$ cat config.mk
export PLATFORM = sky130hd
export DESIGN_NAME = squarer
export DESIGN_NICKNAME = d
export VERILOG_FILES = /design/src/rtl/sq_pkg.sv /design/src/rtl/sq_step.sv /design/src/rtl/sq_fix.sv /design/src/rtl/sq_ctrl.sv /design/src/rtl/squarer.sv
export SDC_FILE = /design/constraint.sdc
export NUM_CORES = 1
export LEC_CHECK = 0
export BUFFER_PORTS_ARGS = -buffer_cell sky130_fd_sc_hd__buf_2
export CELL_PAD_IN_SITES_DETAIL_PLACEMENT = 1
export CELL_PAD_IN_SITES_GLOBAL_PLACEMENT = 1
export CORE_AREA = 2 2 111 113
export CTS_BUF_LIST = sky130_fd_sc_hd__clkbuf_4
export CTS_CLUSTER_DIAMETER = 80
export CTS_CLUSTER_SIZE = 28
export DETAILED_ROUTE_END_ITERATION = 8
export DIE_AREA = 0 0 113 115
export PLACE_DENSITY_LB_ADDON = 0.1
export SYNTH_ARGS = -nofsm -noshare
export SYNTH_HDL_FRONTEND = slang
export SYNTH_HIERARCHICAL = 1
export SYNTH_SLANG_ARGS = --single-unit
export TNS_END_PERCENT = 20
$ cat constraint.sdc
create_clock -name clk_i -period 7.8 [get_ports clk_i]
set_input_delay 1.17 -clock clk_i [delete_from_list [all_inputs] [get_ports clk_i]]
set_output_delay 1.17 -clock clk_i [all_outputs]
set_load 0.01 [all_outputs]
$ cat src/rtl/sq_pkg.sv
package sq_pkg;

  // Internal operand width: widened to L when latency exceeds width.
  function automatic int ext_width(int w, int l);
    return (l > w) ? l : w;
  endfunction

  function automatic int steps_per_cycle(int w, int l);
    int n;
    n = ext_width(w, l);
    return (l == 0) ? n : (n + l - 1) / l;
  endfunction

endpackage

$ cat src/rtl/sq_step.sv
// One algorithm step: add bit k times lower operand bits plus the spread bit,
// then shift the partial sum right by one into the result register.
module sq_step #(
  parameter int N  = 8,
  parameter int IW = 5
) (
  input  logic [2*N-1:0] res_i,
  input  logic [N-1:0]   op_i,
  input  logic [IW-1:0]  idx_i,
  output logic [2*N-1:0] res_o
);
  logic       en;
  logic [N:0] one_k, mask, part, addend, sum;

  always_comb begin
    en     = (idx_i < IW'(N));
    one_k  = (N+1)'(1) << idx_i;
    mask   = one_k - (N+1)'(1);
    part   = {1'b0, op_i} & mask;
    addend = res_i[0] ? (one_k + (part << 1)) : '0;
    sum    = {1'b0, res_i[2*N-1:N]} + addend;
    res_o  = en ? {sum, res_i[N-1:1]} : res_i;
  end
endmodule

$ cat src/rtl/sq_fix.sv
// Sign correction: remove op*2^(N+1) for negative operands, then trim to 2W.
module sq_fix #(
  parameter int N = 8,
  parameter int W = 8
) (
  input  logic [2*N-1:0] res_i,
  input  logic [N-1:0]   op_i,
  output logic [2*W-1:0] sq_o
);
  logic [N-1:0]   corr, hi;
  logic [2*N-1:0] full;

  always_comb begin
    corr = op_i[N-1] ? (({1'b0, ~op_i[N-2:0]} + N'(1)) << 1) : '0;
    hi   = res_i[2*N-1:N] + corr;
    full = {hi, res_i[N-1:0]};
    sq_o = full[2*W-1:0];
  end
endmodule

$ cat src/rtl/sq_ctrl.sv
module sq_ctrl #(
  parameter int L  = 3,
  parameter int CW = 3
) (
  input  logic          clk_i,
  input  logic          rst_ni,
  input  logic          start_i,
  output logic          busy_o,
  output logic          accept_o,
  output logic          ready_o,
  output logic [CW-1:0] cyc_o
);
  logic          busy_q;
  logic [CW-1:0] cnt_q;

  assign accept_o = start_i && !busy_q;
  assign ready_o  = busy_q && (cnt_q == CW'(L));
  assign busy_o   = busy_q;
  assign cyc_o    = busy_q ? cnt_q : '0;

  always_ff @(posedge clk_i or negedge rst_ni) begin
    if (!rst_ni) begin
      busy_q <= 1'b0;
      cnt_q  <= '0;
    end else if (accept_o) begin
      busy_q <= 1'b1;
      cnt_q  <= CW'(1);
    end else if (busy_q) begin
      if (cnt_q == CW'(L)) begin
        busy_q <= 1'b0;
        cnt_q  <= '0;
      end else begin
        cnt_q <= cnt_q + CW'(1);
      end
    end
  end

  assert_ready_pulse_R2: assert property (@(posedge clk_i) disable iff (!rst_ni)
    ready_o |=> !ready_o);

  assert_busy_from_start_R2: assert property (@(posedge clk_i) disable iff (!rst_ni)
    $rose(busy_q) |-> $past(start_i));

  assert_start_ignored_R4: assert property (@(posedge clk_i) disable iff (!rst_ni)
    (busy_q && start_i) |=> (cnt_q != CW'(1)));
endmodule

$ cat src/rtl/squarer.sv
module squarer
  import sq_pkg::*;
#(
  parameter int W = 8,
  parameter int L = 3
) (
  input  logic           clk_i,
  input  logic           rst_ni,
  input  logic           start_i,
  input  logic [W-1:0]   operand_i,
  output logic           ready_o,
  output logic [2*W-1:0] square_o
);
  localparam int N  = ext_width(W, L);
  localparam int S  = steps_per_cycle(W, L);
  localparam int IW = $clog2(3*N + 2) + 1;
  localparam int CW = $clog2(L + 2) + 1;

  logic [N-1:0]   op_ext;
  logic [2*N-1:0] res_full;

  assign op_ext = N'($signed(operand_i));

  generate
    if (L == 0) begin : g_comb
      logic [2*N-1:0] chain [N+1];
      assign chain[0] = {N'(0), op_ext};
      for (genvar j = 0; j < N; j++) begin : g_step
        sq_step #(.N(N), .IW(IW)) u_step (
          .res_i(chain[j]), .op_i(op_ext), .idx_i(IW'(j)), .res_o(chain[j+1])
        );
      end
      assign res_full = chain[N];
      assign ready_o  = start_i;
    end else begin : g_seq
      logic           busy, accept, rdy;
      logic [CW-1:0]  cyc;
      logic [2*N-1:0] res_q;
      logic [2*N-1:0] chain [S+1];

      sq_ctrl #(.L(L), .CW(CW)) u_ctrl (
        .clk_i, .rst_ni, .start_i,
        .busy_o(busy), .accept_o(accept), .ready_o(rdy), .cyc_o(cyc)
      );

      // Result register seeded with the operand on the start cycle.
      assign chain[0] = busy ? res_q : {N'(0), op_ext};
      for (genvar j = 0; j < S; j++) begin : g_step
        sq_step #(.N(N), .IW(IW)) u_step (
          .res_i(chain[j]), .op_i(op_ext),
          .idx_i(IW'(int'(cyc) * S + j)), .res_o(chain[j+1])
        );
      end

      always_ff @(posedge clk_i or negedge rst_ni) begin
        if (!rst_ni)                   res_q <= '0;
        else if (accept || (busy && !rdy)) res_q <= chain[S];
      end

      assign res_full = res_q;
      assign ready_o  = rdy;
    end
  endgenerate

  sq_fix #(.N(N), .W(W)) u_fix (.res_i(res_full), .op_i(op_ext), .sq_o(square_o));

  assert_low_bits_R5: assert property (@(posedge clk_i) disable iff (!rst_ni)
    ready_o |-> (square_o[1] == 1'b0 && square_o[0] == operand_i[0]));

  assert_nonneg_R1: assert property (@(posedge clk_i) disable iff (!rst_ni)
    ready_o |-> (square_o[2*W-1] == 1'b0));
endmodule

* Yosys cells after proc, flatten, opt, wreduce, memory -nomap -nowiden
Cells that the tools add are included.
** Cells by class
- $add $sub $neg :: 14
- Multiply operators :: 1
- $lt $le $gt $ge :: 3
- Equal/unequal tests :: 1
- Shifts and indexed selects :: 3
- Mux-type cells :: 15
- Bitwise operators :: 4
- Reductions and logical operators :: 7
** Operators by type and width (number)
- 16-bit two-way mux :: 4
- 8-bit by 9-bit adder with 9-bit output :: 3
- 9-bit adder :: 3
- 9-bit two-way mux :: 3
- 1-bit by 6-bit << shifter with 9-bit output (first input constant) :: 3
- 8-bit bitwise AND :: 3
- 8-bit by 1-bit subtractor with 8-bit output (second input constant) :: 3
- 6-bit by 4-bit less-than comparator with 1-bit output (second input constant) :: 3
- 4-bit two-way mux :: 4
- 6-bit by 2-bit adder with 6-bit output (second input constant) :: 2
- 8-bit adder :: 1
- 8-bit two-way mux :: 1
- 7-bit by 1-bit adder with 7-bit output (second input constant) :: 1
- 7-bit NOT :: 1
- 4-bit by 2-bit multiplier with 6-bit output (second input constant) :: 1
- 4-bit by 1-bit adder with 4-bit output (second input constant) :: 1
- 4-bit by 2-bit == test with 1-bit output (second input constant) :: 1
- 1-bit logical AND :: 3
- 1-bit two-way mux :: 3
- 1-bit logical NOT :: 2
- 2-bit nonzero test :: 1
- 1-bit logical OR :: 1
** Word-level totals
- Flip-flop bits (word level) :: 21
- Bits of input ports :: 11
- Output and inout port bits :: 17
- Logic and storage cells :: 51

* Longest topological paths before layout
Gate-level depths: netlist (run 1).
- Word-level depth :: 15
- Mapped depth :: 39
- Depth with buffers taken out :: 38

* Cells and area by module
The synthesis (run 1) kept the hierarchy.
** Modules (own cells, without submodules)
- sq_step (g_seq.g_step[0].u_step) :: times used 1, cells each 172, area each 1054.8 um2, seq. area each 0.0 um2
- squarer :: times used 1, cells each 88, area each 1047.3 um2, seq. area each 400.4 um2
- sq_step (g_seq.g_step[2].u_step) :: times used 1, cells each 171, area each 1042.2 um2, seq. area each 0.0 um2
- sq_step (g_seq.g_step[1].u_step) :: times used 1, cells each 167, area each 1027.2 um2, seq. area each 0.0 um2
- sq_fix :: times used 1, cells each 59, area each 454.2 um2, seq. area each 0.0 um2
- sq_ctrl :: times used 1, cells each 29, area each 304.0 um2, seq. area each 125.1 um2

* Worst setup path before layout (run 1)
Ideal clock, no wire load.
- Kind :: register -> register
- Start point :: register g_seq.u_ctrl.busy_q (netlist: g_seq.u_ctrl/busy_o)
- End point :: register g_seq.res_q[15]
- Setup time :: 0.125 ns
- Arrival time :: 7.374 ns
- Data required time :: 7.675 ns
- Setup slack :: 0.301 ns
- Stages on the path, launching flop included :: 38
- Buffers on the path :: 2
- Period minus slack after synthesis :: 7.499 ns
- Cells stage by stage :: dfrtp_1 -> buf_6 -> and2_2 -> ha_1 -> fa_1 -> a21oi_1 -> inv_1 -> or3_2 -> clkbuf_1 -> or3_1 -> ha_1 -> xnor2_1 -> and2_1 -> ha_1 -> nor2b_1 -> o21ai_0 -> a21boi_0 -> o21ai_0 -> (+2 left out) -> ha_1 -> or3_2 -> o21ai_0 -> or4_1 -> nand3_1 -> ha_1 -> o21ai_0 -> nand2b_1 -> o41ai_1 -> or3_1 -> a31oi_1 -> ha_1 -> o21ai_0 -> nand2b_1 -> o41ai_1 -> or3_1 -> a31oi_1 -> mux2_2
** RTL lines
- from (decl) :: line sq_ctrl.sv:13 : logic busy_q;
- from (signal assigned) :: line sq_ctrl.sv:23 : busy_q <= 1'b0;
- from (signal assigned) :: line sq_ctrl.sv:26 : busy_q <= 1'b1;
- from (signal assigned) :: line sq_ctrl.sv:30 : busy_q <= 1'b0;
- to (signal assigned) :: line squarer.sv:57 : else if (accept || (busy && !rdy)) res_q <= chain[S];
- to (decl) :: line squarer.sv:38 : logic [2*N-1:0] res_q;

==> results of run 1 <==
## sequential cells by signal, indices dropped and copies added, names as in the netlist
signal               count
g_seq.res_q             16
g_seq.u_ctrl/cnt_q       4
g_seq.u_ctrl/busy_o      1
## synth_stat cells, types with 8 or more instances
cell,count
nand2_1,107
ha_1,63
nor2_1,53
o21ai_0,50
inv_1,44
nor3_1,28
a21oi_1,27
mux2_2,24
and2_1,23
xnor2_1,22
dfrtp_1,21
nand3_1,19
nor2b_1,17
xor2_1,17
clkbuf_1,16
nor3b_1,15
nand2b_1,14
a21boi_0,12
buf_4,11
a21o_1,8
fa_1,8
or3_1,8
## per-layer routing
metal  GRT usage  share of wire
met5           0              0
met4      0.0585          0.012
met3      0.0148          0.030
met2       0.454           0.50
met1       0.324           0.46
## layout by cell type, fill, tap and decap left out, types with 3 or more instances in the layout
master	count
nand3_1	18
a21boi_0	9
ha_1	56
o21ai_0	39
nor3b_1	13
o21a_1	5
a21oi_1	24
buf_2	27
xor2_1	17
mux2i_1	4
o211a_1	3
nor4_1	3
o41a_1	3
o21ai_2	3
a21oi_2	8
ha_4	4
clkinv_1	3
nand2b_1	14
xnor2_1	21
a21o_1	8
mux2_2	24
nor2b_1	16
and2_2	3
nand2_1	107
buf_4	28
nor2_1	53
fa_1	7
inv_1	44
o21bai_1	5
nor3_2	3
dfrtp_1	20
ha_2	3
nor3_1	25
or3_1	8
clkbuf_4	3
o21ai_1	10
a31oi_1	3
and2_1	23
a22o_1	3
## through the flow
step | area, sq um | worst slack, ns | cells | setup TNS, ns | hold WS [ns]
floorplan | 4930 | 0.301 | 686 | 0 | 0.496
global placement | 5240 | 0.259 | 851 | 0 | 0.530
detailed placement | 5240 | -0.0713 | 851 | -0.0713 | 0.535
CTS | 5290 | 0.0575 | 855 | 0 | 0.567
global route | 5480 | -0.0444 | 861 | -0.0637 | 0.588
finish | 5480 | 0.387 | 861 | 0 | 0.568
## cell type report
| cell class | count | area (sq um) |
|---|---|---|
| Timing Repair Buffer | 55 | 345 |
| Inverter | 47 | 176 |
| Sequential cell | 21 | 527 |
| Clock inverter | 1 | 7.51 |
| Multi-Input combinational cell | 587 | 4220 |
| Tap cell | 147 | 184 |
| Fill cell | 1513 | 6330 |
| Clock buffer | 3 | 22.5 |
## cell families after synthesis
logic type | after synthesis | synth area share
AO/OA/AOI/OAI | 137 | 0.175
XOR/XNOR | 41 | 0.0774
adder cells (fa/ha/maj) | 71 | 0.192
buffers and inverters | 78 | 0.0718
flip-flops | 21 | 0.107
multiplexers | 29 | 0.0650
AND/OR/NAND/NOR | 309 | 0.312
## worst min path at each step
stage               slack, ns           start        endpoint  cells past startpoint
floorplan                0.50  g_seq.res_q[8]  g_seq.res_q[8]                      1
global placement         0.53  g_seq.res_q[6]  g_seq.res_q[6]                      1
detailed placement       0.53  g_seq.res_q[4]  g_seq.res_q[4]                      1
CTS                      0.57  g_seq.res_q[4]  g_seq.res_q[4]                      1
global route             0.59  g_seq.res_q[4]  g_seq.res_q[4]                      1
finish                   0.57  g_seq.res_q[4]  g_seq.res_q[4]                      1
## timing repair
action / 4_1_cts / 5_1_grt
setup buffers: 0 / 6
pin swaps: 1 / 4
gates resized for setup: 4 / 42
endpoints found under the setup margin: 1 / 5
==> flow_summary.ini, run 1 <==
[setup_path]
reg2reg_depth = 35
r2r-end = g_seq.res_q[15]
endpoint = g_seq.res_q[15]
crit_start = g_seq.u_ctrl/cnt_q[0]
reg2reg_from = g_seq.u_ctrl/cnt_q[0]
path_class = flop to flop
path_buf_inv = 1
required_ns = 8.06
cp_top_family = simple AND/OR/NAND/NOR gates
crit_cells = 35
crit_fanout = 7
slowest_delay_ns = 0.49
slowest_stage = or3_2
r2r_setup_slack_ns = 0.39
worstSetupStartpointType = flop
worstPathArrival_ns = 7.68
end_kind = flop

[floorplan]
start_util = 0.417
core_sq_um = 11800
io_pins = 28
die-height_um = 115
die_area_sq_um = 13000
die_w_um = 113
fp-row-count = 40

[finish]
layout.nets = 797
drive_gt1_frac = 0.185
diodes = 0
area_growth_pct = 11.1
final_util = 0.464

[drt]
first_pass_iters = 6
postRouteAntennaNets = 0
drt_iter0_markers = 188
drt-total-wl_um = 16100
vias = 4890
wl_per_cell_um = 18.7
via_per_inst = 5.68
drc = 1

[timing]
final-setup-viol-count = 0
finalCritPeriodShare = 0.950
slew_headroom = 0.321
worst_pin_slew_ns = 1.02
max_freq_ghz = 0.135
maxSlewViolCount = 0
fin_crit_ns = 7.41
finClkSkew_ns = 0.00130
finalHoldViolations = 0

[global_routing]
antenna_found_initial = 0
grt_util_all_layers = 0.249
grt_pass1_wl_um = 26100
grt_pass1_vias = 5131
grt_start_max_net_pins = 29
grt-ovfl-total = 0

[synth]
synth-seq-area-share = 0.107
synthCells = 686
synth-seq-cells = 21
synth_async_sr_flop_share = 1.00
ys_warn_count = 6
synth_edf_count = 0
netlist_top_cells_area = ha_1, dfrtp_1, nand2_1
syn_area_per_cell_sq_um = 7.19
synth_top_cell_by_area = ha_1
synth_nets = 768
ys_types = 59
syn_area_sq_um = 4930
ys.flop_type = dfrtp_1
synth.top_cell.area_share = 0.160

[cts]
cts_buffer_depth = 2
root_buffer = clkbuf_4
path_clk_slew_ns = 0.14
cts_tree = done
clock_sink_count = 21
htreeDepth = 1
cts_made_buffers = 3
worstSkewPairLatency_ns = 0.31
ctsHoldBuffers = 0

[run]
cap_violations = 0

[placement]
place.gp.congestion = 0.852
dp_hpwl_um = 13000
port_buffers = 27

[outcome]
violations = design-rule violations
status = finished, violations left

[min_path]
hp-class = flop to flop
Power of run 1 is left out: the tool's default activity adds up to more than one toggle a clock period on the data nets, which glitch-free logic cannot reach.
==> run 2, diff against run 1 <==
--- a/config.mk
+++ b/config.mk
@@ -6,14 +6,15 @@
 export NUM_CORES = 1
 export LEC_CHECK = 0
 export BUFFER_PORTS_ARGS = -buffer_cell sky130_fd_sc_hd__buf_2
+export CAP_MARGIN = 20
 export CELL_PAD_IN_SITES_DETAIL_PLACEMENT = 1
 export CELL_PAD_IN_SITES_GLOBAL_PLACEMENT = 1
-export CORE_AREA = 2 2 111 113
+export CORE_AREA = 2 2 109 111
 export CTS_BUF_LIST = sky130_fd_sc_hd__clkbuf_4
 export CTS_CLUSTER_DIAMETER = 80
 export CTS_CLUSTER_SIZE = 28
 export DETAILED_ROUTE_END_ITERATION = 8
-export DIE_AREA = 0 0 113 115
+export DIE_AREA = 0 0 111 113
 export PLACE_DENSITY_LB_ADDON = 0.1
 export SYNTH_ARGS = -nofsm -noshare
 export SYNTH_HDL_FRONTEND = slang
==> constraint.sdc (replaced) <==
create_clock -name clk_i -period 8.66 [get_ports clk_i]
set_input_delay 1.299 -clock clk_i [delete_from_list [all_inputs] [get_ports clk_i]]
set_output_delay 1.299 -clock clk_i [all_outputs]
set_load 0.01 [all_outputs]
==> run 2 against run 1 <==
The run now ends clean. Global-route usage down 0.24 points. Register-to-register slack improved by 0.25 ns. Design area down 5.8%.
==> flow_summary.ini, run 2 (synthesized netlist as in run 1, its figures left out) <==
[drt]
drt_iter0_markers = 195
route.met2.wl_um = 7820
met1Wirelength_um = 7360
vias = 4780
drt-total-wl_um = 15600
drc = 0
topRoutingLayerUsed = met4
via_per_inst = 5.71
first_pass_iters = 4
wl_met3_um = 292
postRouteAntennaNets = 0
wl_per_cell_um = 18.7

[min_path]
hp-class = flop to flop
worstHoldStart = g_seq.res_q[7]

[setup_path]
cp_top_family = simple AND/OR/NAND/NOR gates
worstPathArrival_ns = 8.29
worstSetupStartpointType = flop
slowest_stage = or3_2
end_kind = flop
path_buf_inv = 1
crit_start = g_seq.u_ctrl/cnt_q[0]
reg2reg_from = g_seq.u_ctrl/cnt_q[0]
slowest_delay_ns = 0.56
cpMostUsedCell = ha_1
path_class = flop to flop
crit_fanout = 10
required_ns = 8.92

[outcome]
status = finished clean

[global_routing]
grt-ovfl-total = 0
grt_util_all_layers = 0.247
antenna_found_initial = 0
grt_start_max_net_pins = 29
grt_pass1_vias = 4969
grt_pass1_wl_um = 25300

[floorplan]
io_pins = 28
die_w_um = 111
start_util = 0.437
die-height_um = 113
fp-row-count = 39
core_sq_um = 11300
die_area_sq_um = 12500

[timing]
max_freq_ghz = 0.125
fin_crit_ns = 8.03
finalHoldViolations = 0
finClkSkew_ns = 0.00196
rsz0062_at_grt = no
worst_pin_slew_ns = 1.01
final-setup-viol-count = 0
maxSlewViolCount = 0
finalCritPeriodShare = 0.927
slew_headroom = 0.328
setup_tns_ns = 0

[run]
cap_violations = 0

[cts]
cts_made_buffers = 3
cts_setup_buffers = 0
root_buffer = clkbuf_4
worstSkewPairLatency_ns = 0.31
htreeDepth = 1
clock_sink_count = 21
cts_tree = done
cts_buffer_depth = 2
path_clk_slew_ns = 0.13

[placement]
dp_hpwl_um = 12700
place.gp.congestion = 0.873
port_buffers = 27
dp_cells = 833

[finish]
largest_reg_flops = 16
layout.nets = 777
final_common_cell = nand2_1
diodes = 0
largest-register = g_seq.res_q
area_growth_pct = 4.67
nFillCells = 1473
final_cells = 837
drive_gt1_frac = 0.120
final_cell_mix = nand2_1, ha_1, nor2_1, o21ai_0, inv_1
## run 2: per-layer routing
metal	global-route usage	vias up
met1	0.323	2349
met5	0	-
met3	0.0112	10
met4	0.0383	0
li1	-	2370
met2	0.460	51
## run 2: through the flow
step	setup WS [ns]	area, sq um	util	hold slack [ns]
floorplan	1.16	4930	-	0.496
detailed placement	0.514	5130	0.455	0.526
finish	0.632	5160	0.458	0.556
global placement	0.798	5130	0.455	0.515
global route	0.0341	5160	0.458	0.578
CTS	0.460	5160	0.457	0.562
## run 2: final timing paths
path	endpoint	slack, ns	depth (start not counted)
min in group asynchronous	g_seq.res_q[5]	0.95	1
max in group asynchronous	g_seq.res_q[0]	7.35	1
max reg2reg	g_seq.res_q[15]	0.63	35
max	g_seq.res_q[15]	0.63	35
min reg2reg	g_seq.res_q[7]	0.56	1
min	g_seq.res_q[7]	0.56	1
## run 2: timing repair
action                     4_1_cts  5_1_grt
setup endpoints to repair        0        2
hold buffers                     0        0
gates resized for setup          0        2
## run 2: final cells by class
| cell class | instances | area [sq um] | area share |
|---|---|---|---|
| Clock buffer | 4 | 30.0 | 0.00582 |
| Timing Repair Buffer | 35 | 195 | 0.0378 |
| Sequential cell | 21 | 526 | 0.102 |
| Multi-Input combinational cell | 587 | 4050 | 0.786 |
| Inverter | 47 | 176 | 0.0342 |
| Tap cell | 143 | 179 | 0.0347 |
Power of run 2 is left out for the same reason.
